### src/rtl/pmp_guard.sv
module pmp_guard #(
  parameter int NREG = 4,
  parameter int GRAN = 8,
  parameter int AW   = 32
) (
  input  logic                          clk,
  input  logic                          rst_n,
  input  logic                          cfg_we,
  input  logic [(NREG>1?$clog2(NREG):1)-1:0] cfg_idx,
  input  logic [7:0]                    cfg_wdata,
  input  logic                          adr_we,
  input  logic [(NREG>1?$clog2(NREG):1)-1:0] adr_idx,
  input  logic [AW-3:0]                 adr_wdata,
  input  logic [(NREG>1?$clog2(NREG):1)-1:0] rd_idx,
  output logic [7:0]                    rd_cfg,
  output logic [AW-3:0]                 rd_adr,
  input  logic                          acc_valid,
  input  logic [AW-1:0]                 acc_addr,
  input  logic [1:0]                    acc_kind,
  input  logic                          acc_user,
  output logic                          grant_q,
  output logic                          fault_q
);
  localparam int IW = NREG > 1 ? $clog2(NREG) : 1;
  localparam int WW = AW - 2;
  localparam int G  = $clog2(GRAN);
  localparam logic [WW-1:0] GMASK = WW'((64'd1 << (G - 3)) - 64'd1);

  logic [NREG*8-1:0]  cfg_all;
  logic [NREG*WW-1:0] adr_all;
  logic [NREG-1:0]    hit, perm, lock;

  for (genvar i = 0; i < NREG; i++) begin : rg
    logic [7:0]    cfg;
    logic [WW-1:0] adr, eff, msk;

    always_ff @(posedge clk or negedge rst_n) begin
      if (!rst_n) begin
        cfg <= '0;
        adr <= '0;
      end else if (!cfg[7]) begin
        if (cfg_we && cfg_idx == IW'(i))
          cfg <= {cfg_wdata[7], 2'b00, (cfg_wdata[4:3] == 2'b11) ? 2'b11 : 2'b00, cfg_wdata[2:0]};
        if (adr_we && adr_idx == IW'(i))
          adr <= adr_wdata;
      end
    end

    assign eff  = adr | GMASK;
    assign msk  = eff ^ (eff + 1'b1);
    assign hit[i]  = (cfg[4:3] == 2'b11) && (((acc_addr[AW-1:2] ^ eff) & ~msk) == '0);
    assign perm[i] = (acc_kind == 2'd0) ? cfg[0] :
                     (acc_kind == 2'd1) ? cfg[1] :
                     (acc_kind == 2'd2) ? cfg[2] : 1'b0;
    assign lock[i] = cfg[7];
    assign cfg_all[i*8 +: 8]   = cfg;
    assign adr_all[i*WW +: WW] = adr;

    p_lock_hold_r7: assert property (@(posedge clk) disable iff (!rst_n)
      cfg[7] |=> ($stable(cfg) && $stable(adr)));
  end

  assign rd_cfg = cfg_all[32'(rd_idx)*8 +: 8];
  assign rd_adr = adr_all[32'(rd_idx)*WW +: WW];

  logic any_hit, sel_ok, sel_lk, fault;
  always_comb begin
    any_hit = 1'b0;
    sel_ok  = 1'b0;
    sel_lk  = 1'b0;
    for (int i = NREG - 1; i >= 0; i--) begin
      if (hit[i]) begin
        any_hit = 1'b1;
        sel_ok  = perm[i];
        sel_lk  = lock[i];
      end
    end
  end

  assign fault = any_hit ? ((acc_user || sel_lk) && !sel_ok) : acc_user;

  always_ff @(posedge clk or negedge rst_n) begin
    if (!rst_n) begin
      grant_q <= 1'b0;
      fault_q <= 1'b0;
    end else begin
      grant_q <= acc_valid && !fault;
      fault_q <= acc_valid && fault;
    end
  end

  p_one_result_r8: assert property (@(posedge clk) disable iff (!rst_n)
    acc_valid |=> (grant_q ^ fault_q));
  p_quiet_r8: assert property (@(posedge clk) disable iff (!rst_n)
    !acc_valid |=> (!grant_q && !fault_q));
  p_user_miss_r5: assert property (@(posedge clk) disable iff (!rst_n)
    (acc_valid && acc_user && hit == '0) |=> fault_q);
  p_mach_miss_r6: assert property (@(posedge clk) disable iff (!rst_n)
    (acc_valid && !acc_user && hit == '0) |=> grant_q);
endmodule

### config.mk
export PLATFORM = sky130hd
export DESIGN_NAME = pmp_guard
export DESIGN_NICKNAME = d
export VERILOG_FILES = /design/src/rtl/pmp_guard.sv
export SDC_FILE = /design/constraint.sdc
export NUM_CORES = 1
export LEC_CHECK = 0
export CAP_MARGIN = 10
export CORE_MARGIN = 1
export CORE_UTILIZATION = 55
export CTS_CLUSTER_SIZE = 20
export DETAILED_ROUTE_END_ITERATION = 16
export GPL_ROUTABILITY_DRIVEN = 0
export GPL_TIMING_DRIVEN = 0
export PLACE_DENSITY_LB_ADDON = 0.08
export REMOVE_ABC_BUFFERS = 1
export SKIP_CTS_REPAIR_TIMING = 1
export SLEW_MARGIN = 5
export SYNTH_ARGS = -nofsm -noshare
export SYNTH_HDL_FRONTEND = slang
export SYNTH_SLANG_ARGS = --single-unit
### constraint.sdc
create_clock -name clk -period 3.3 [get_ports clk]
set_input_delay 0.495 -clock clk [delete_from_list [all_inputs] [get_ports clk]]
set_output_delay 0.495 -clock clk [all_outputs]
set_load 0.02 [all_outputs]
Word level (Yosys, flattened, before mapping)
Index checks and enable logic that the tools add are counted.
- add/sub/neg operators: 4
- equality and inequality tests: 13
- $mul: 1
- shift operators: 2
- mux-type cells: 34
- order comparisons: 0
- bitwise logic cells: 20
- divide/modulo/power cells: 0
- reduce and logical (&&, ||, !) cells: 33
- operator list (cell ; number):
    30-bit bitwise XOR ; 8
    30-bit by 1-bit adder with 30-bit output, second input constant ; 4
    30-bit bitwise AND ; 4
    30-bit logical NOT ; 4
    30-bit inverter ; 4
    120-bit by 8-bit indexed part select with 30-bit output ; 1
    8-bit two-way mux ; 8
    32-bit by 6-bit indexed part select with 8-bit output ; 1
    1-bit two-way mux ; 25
    2-bit equality test, second input constant ; 10
    2-bit AND reduction ; 8
    1-bit logical AND ; 15
    2-bit by 1-bit equality test with 1-bit output, second input constant ; 3
    2-bit logical NOT ; 3
    2-bit by 4-bit multiplier with 6-bit output, second input constant ; 1
    1-bit inverter ; 4
    1-bit logical NOT ; 2
    2-bit two-way mux ; 1
    1-bit logical OR ; 1
- output and inout port bits: 40
- ROM bits: 0
- latch bits: 0
- word-level logic and storage cells: 121
- memories kept: 0
- bits of input ports: 84
- register bits: 146
- RAM bits: 0

Logic depth before layout (Yosys ltp)
- depth in word-level cells: 15
- mapped depth: 11
- gate-level depth less buffers: 10

Least setup slack after synthesis
Ideal clock, no wire load.
- kind: input port to output port
- from: input rd_idx[0] (netlist bit)
- to: output rd_cfg[4]
- data required time: 2805 ps
- path slack: 614 ps
- arrival time: 2191 ps
- stages on the path: 4
- buffers on the path: 3
- cells stage by stage: clkbuf_1 -> buf_1 -> mux4_2 -> buf_4
- word-level cells in the longest chain between the ends: 1
- ends and longest elaborated chain (item ; RTL line ; text):
    start: declaration ; 14 ; input logic [(NREG>1?$clog2(NREG):1)-1:0] rd_idx,
    32-bit by 6-bit indexed part select with 8-bit output ; 63 ; assign rd_cfg = cfg_all[32'(rd_idx)*8 +: 8];
    end: declaration ; 15 ; output logic [7:0] rd_cfg,
No other way between the ends.

Worst setup path in the final report
- from: input acc_addr[11]
- to: register grant_q
- word-level cells in the longest chain between the ends: 13
- elaborated cells on any way between the ends: 34
- classes of those cells: 13 x mux; 8 x bitwise; 13 x reduce/logical
- ends and longest elaborated chain (item ; RTL line ; text):
    start: declaration ; 18 ; input logic [AW-1:0] acc_addr,
    30-bit bitwise XOR ; 51 ; assign hit[i] = (cfg[4:3] == 2'b11) && (((acc_addr[AW-1:2] ^ eff) & ~msk) == '0);
    30-bit bitwise AND ; 51 ;
    30-bit logical NOT ; 51 ;
    1-bit logical AND ; 51 ;
    1-bit two-way mux (4 in series) ; 72 ; if (hit[i]) begin
    1-bit logical OR / 1-bit logical NOT (equally long branches) ; 80 ; assign fault = any_hit ? ((acc_user || sel_lk) && !sel_ok) : acc_user;
    1-bit logical AND ; 80 ;
    1-bit two-way mux * ; 80 ;
    1-bit logical NOT * ; 87 ; grant_q <= acc_valid && !fault;
    1-bit logical AND * ; 87 ;
    end signal: assignment ; 87 ;
    end: declaration ; 21 ; output logic grant_q,
Every way passes the cells marked *; elsewhere a longest branch is shown, timed or not.
A chain may end at the register's enable or synchronous reset.

==> results.py <==
metrics = {
    "grt": {
        "antenna_found_initial": 0,
        "globalRouteOverflowTotal": 0,
        "grt_max_degree": 87,
        "grt_use_total_pct": 34.5,
        "grt_pass1_wl_um": 45500,
        "grt_pass1_vias": 7938,
    },
    "drt": {
        "remaining_drc_errors": 0,
        "routed_wl_um": 28800,
        "avgRoutedWirePerCell_um": 24.5,
        "routed-via-count": 7917,
        "wl_met3_um": 2610,
        "drtIter0Drc": 738,
        "firstDrtPassIters": 7,
        "vias_per_cell": 6.75,
        "dr_wl_met2_um": 13500,
        "postRouteAntennaNets": 0,
        "highest_layer": "met4",
        "wl_met1_um": 11800,
    },
    "critical_path": {
        "cp.buffers_inverters": 1,
        "reg2reg_to": "grant_q",
        "arrival_ns": 3.56,
        "cp-end-kind": "flip-flop",
        "cp_top_family": "simple AND/OR/NAND/NOR gates",
        "reg2reg_setup_slack_ns": 0.09,
        "crit_start": "acc_addr[11]",
        "cp_num_cells": 10,
        "startpoint_type": "input port",
        "critical_path.max_fanout": 4,
        "worst-r2r-cell-count": 10,
        "crit_chain": "clkdlybuf4s50_1, xnor2_1, o221ai_1, a2111oi_0, nand4_1, or4_1, nor3_1, o21bai_1, o211ai_1, and3_1",
        "worst_ep_required_time_ns": 3.62,
        "cpPeakStageDelay_ns": 0.58,
        "crit_type": "in -> reg",
        "regToRegStartpoint": "rg[0].adr[1]",
        "worst_path_max_delay_cell": "or4_1",
    },
    "synthesis": {
        "ys_seq_elements": 142,
        "synth_top_cell_by_area": "dfrtp_1",
        "ys_types": 73,
        "yosysSeqAreaShare_pct": 38.7,
        "synth.top_cells.by_count": "dfrtp_1 (142), mux2_2 (131), xnor2_1 (57)",
        "synth_area_um2": 9180,
        "synth_edf_count": 0,
        "synth-async-reset-ratio_pct": 100,
        "yosys_warnings": 0,
        "syn_inst": 826,
        "synth.top_cell.area_share_pct": 38.7,
        "syn_area_per_cell_um2": 11.1,
        "post-synth-top-count-cell": "dfrtp_1",
        "ys_top_cells_by_area": "dfrtp_1 (39%), mux2_2 (16%), mux4_2 (8.3%)",
        "ys.flop_type": "dfrtp_1",
    },
    "timing": {
        "skew_ns": 0.00918,
        "fmax_mhz": 309,
        "slew-limit-headroom_pct": 22.5,
        "post-route-period-util_pct": 98.2,
        "setup_viol": 0,
        "hold_slack_ns": 0.0247,
        "slew_viol_final": 0,
        "final-hold-violation-count": 0,
        "worstMarginPinSlew_ns": 1.15,
        "fin_crit_ns": 3.24,
    },
    "job": {
        "drv_cap": 0,
    },
    "final_layout": {
        "syn_to_final_growth_pct": 23.0,
        "fin_area_um2": 11300,
        "diodes": 0,
        "nets": 1033,
        "final_cells": 1173,
        "fillCellCount": 1155,
        "drive_gt1_share_pct": 25.3,
    },
    "place": {
        "dpl-instance-area_um2": 10700,
        "place_hpwl_um": 22100,
        "portBuffers": 116,
        "placedCellCount": 1136,
    },
    "clock_tree": {
        "htree_levels": 4,
        "cts_root_buf": "clkbuf_16",
        "clk_pin_slew_ns": 0.06,
        "clock_latency_ns": 0.43,
        "numClockSinks": 142,
        "cts.path.max_buffers": 2,
        "cts_tree": "yes",
        "cts_inserted_buffers": 17,
    },
    "die": {
        "io_pins": 124,
        "start_util_pct": 57.0,
        "rows": 46,
        "die_area_um2": 17200,
        "die_w_um": 131,
        "die_h_um": 131,
        "core_area_um2": 16100,
    },
    "pwr": {
        "p_per_area_nw_per_um2": 748,
        "p_leak_uw": 0.00434,
        "peakVddDrop_mv": 0.436,
    },
    "hold_path": {
        "hp-class": "in -> async",
    },
    "run_status": {
        "status": "finished, final reports clean",
    },
}
## cell families after synthesis
kind of cell	after synthesis	share of synthesized area, %
AOI/OAI and AO/OA	138	10.4
other	1	0.0408
muxes	170	25.1
buffers and inverters	50	2.19
and+or+nand+nor	221	13.5
xor gates and xnor gates	100	9.54
DFF	142	38.7
adders and majority gates	4	0.545
## state kept, by name, summed over array words and instances (netlist names)
register  flops
rg.cfg       20
grant_q       1
rg.adr      120
fault_q       1
## cell usage in the layout, fill, tap and decap left out, drive strengths merged, types with 6 or more instances in the layout
cell and count:
a21oi 21, a22oi 10, a31oi 24, a41o 6, and2 7, and3 18
buf 25, clkbuf 20, clkdlybuf4s50 113, clkinv 7, dfrtp 142, inv 11
mux2 131, mux4 35, nand2 50, nand3 34, nand4 18, nor2 30
nor3 15, nor4 16, o21ai 29, o22ai 8, xnor2 57, xor2 43
## where the power goes
group / internal, uW / switching [uW]
clock network: 1040 / 759
registers: 2360 / 1080
logic: 1700 / 1500
total: 5100 / 3340
## cell type report
class	count	area (um^2)	share of cell area (%)
repair buffers	138	1400	12.4
clock inverters	11	95.1	0.842
multi-input cells	635	5490	48.6
well taps	216	270	2.39
flip-flops and latches	142	3550	31.5
clock buffers	20	447	3.96
inverters	11	41.3	0.366
## how the worst max path moves through the flow
stage,endpoint,slack (ns)
final,grant_q,0.06
after global routing,grant_q,-0.03
after CTS,grant_q,-0.20
after detailed placement,grant_q,-0.23
after global placement,rg[1].adr[4],-4.37
after floorplan,rg[0].adr[0],-1.06
## metal layers
layer | vias to the layer above | track usage, %
met5 | - | 0
met4 | 0 | 13.3
met3 | 84 | 6.71
met2 | 463 | 54.7
met1 | 3980 | 47.0
li1 | 3390 | -
## through the flow
| step | total power, uW | util (%) | setup slack, ns | TNS, ns |
|---|---|---|---|---|
| 2_1_floorplan | 5150 | - | -1.06 | -55.06 |
| 3_3_place_gp | 6380 | 64.9 | -4.37 | -887.43 |
| 3_5_place_dp | 6520 | 66.2 | -0.231 | -0.396 |
| 4_1_cts | 8350 | 69.6 | -0.204 | -0.347 |
| 5_1_grt | 8830 | 70.1 | -0.0285 | -0.0285 |
| 6_report | 8450 | 70.1 | 0.0608 | 0 |
No activity file was read; power rests on OpenSTA's default activity.
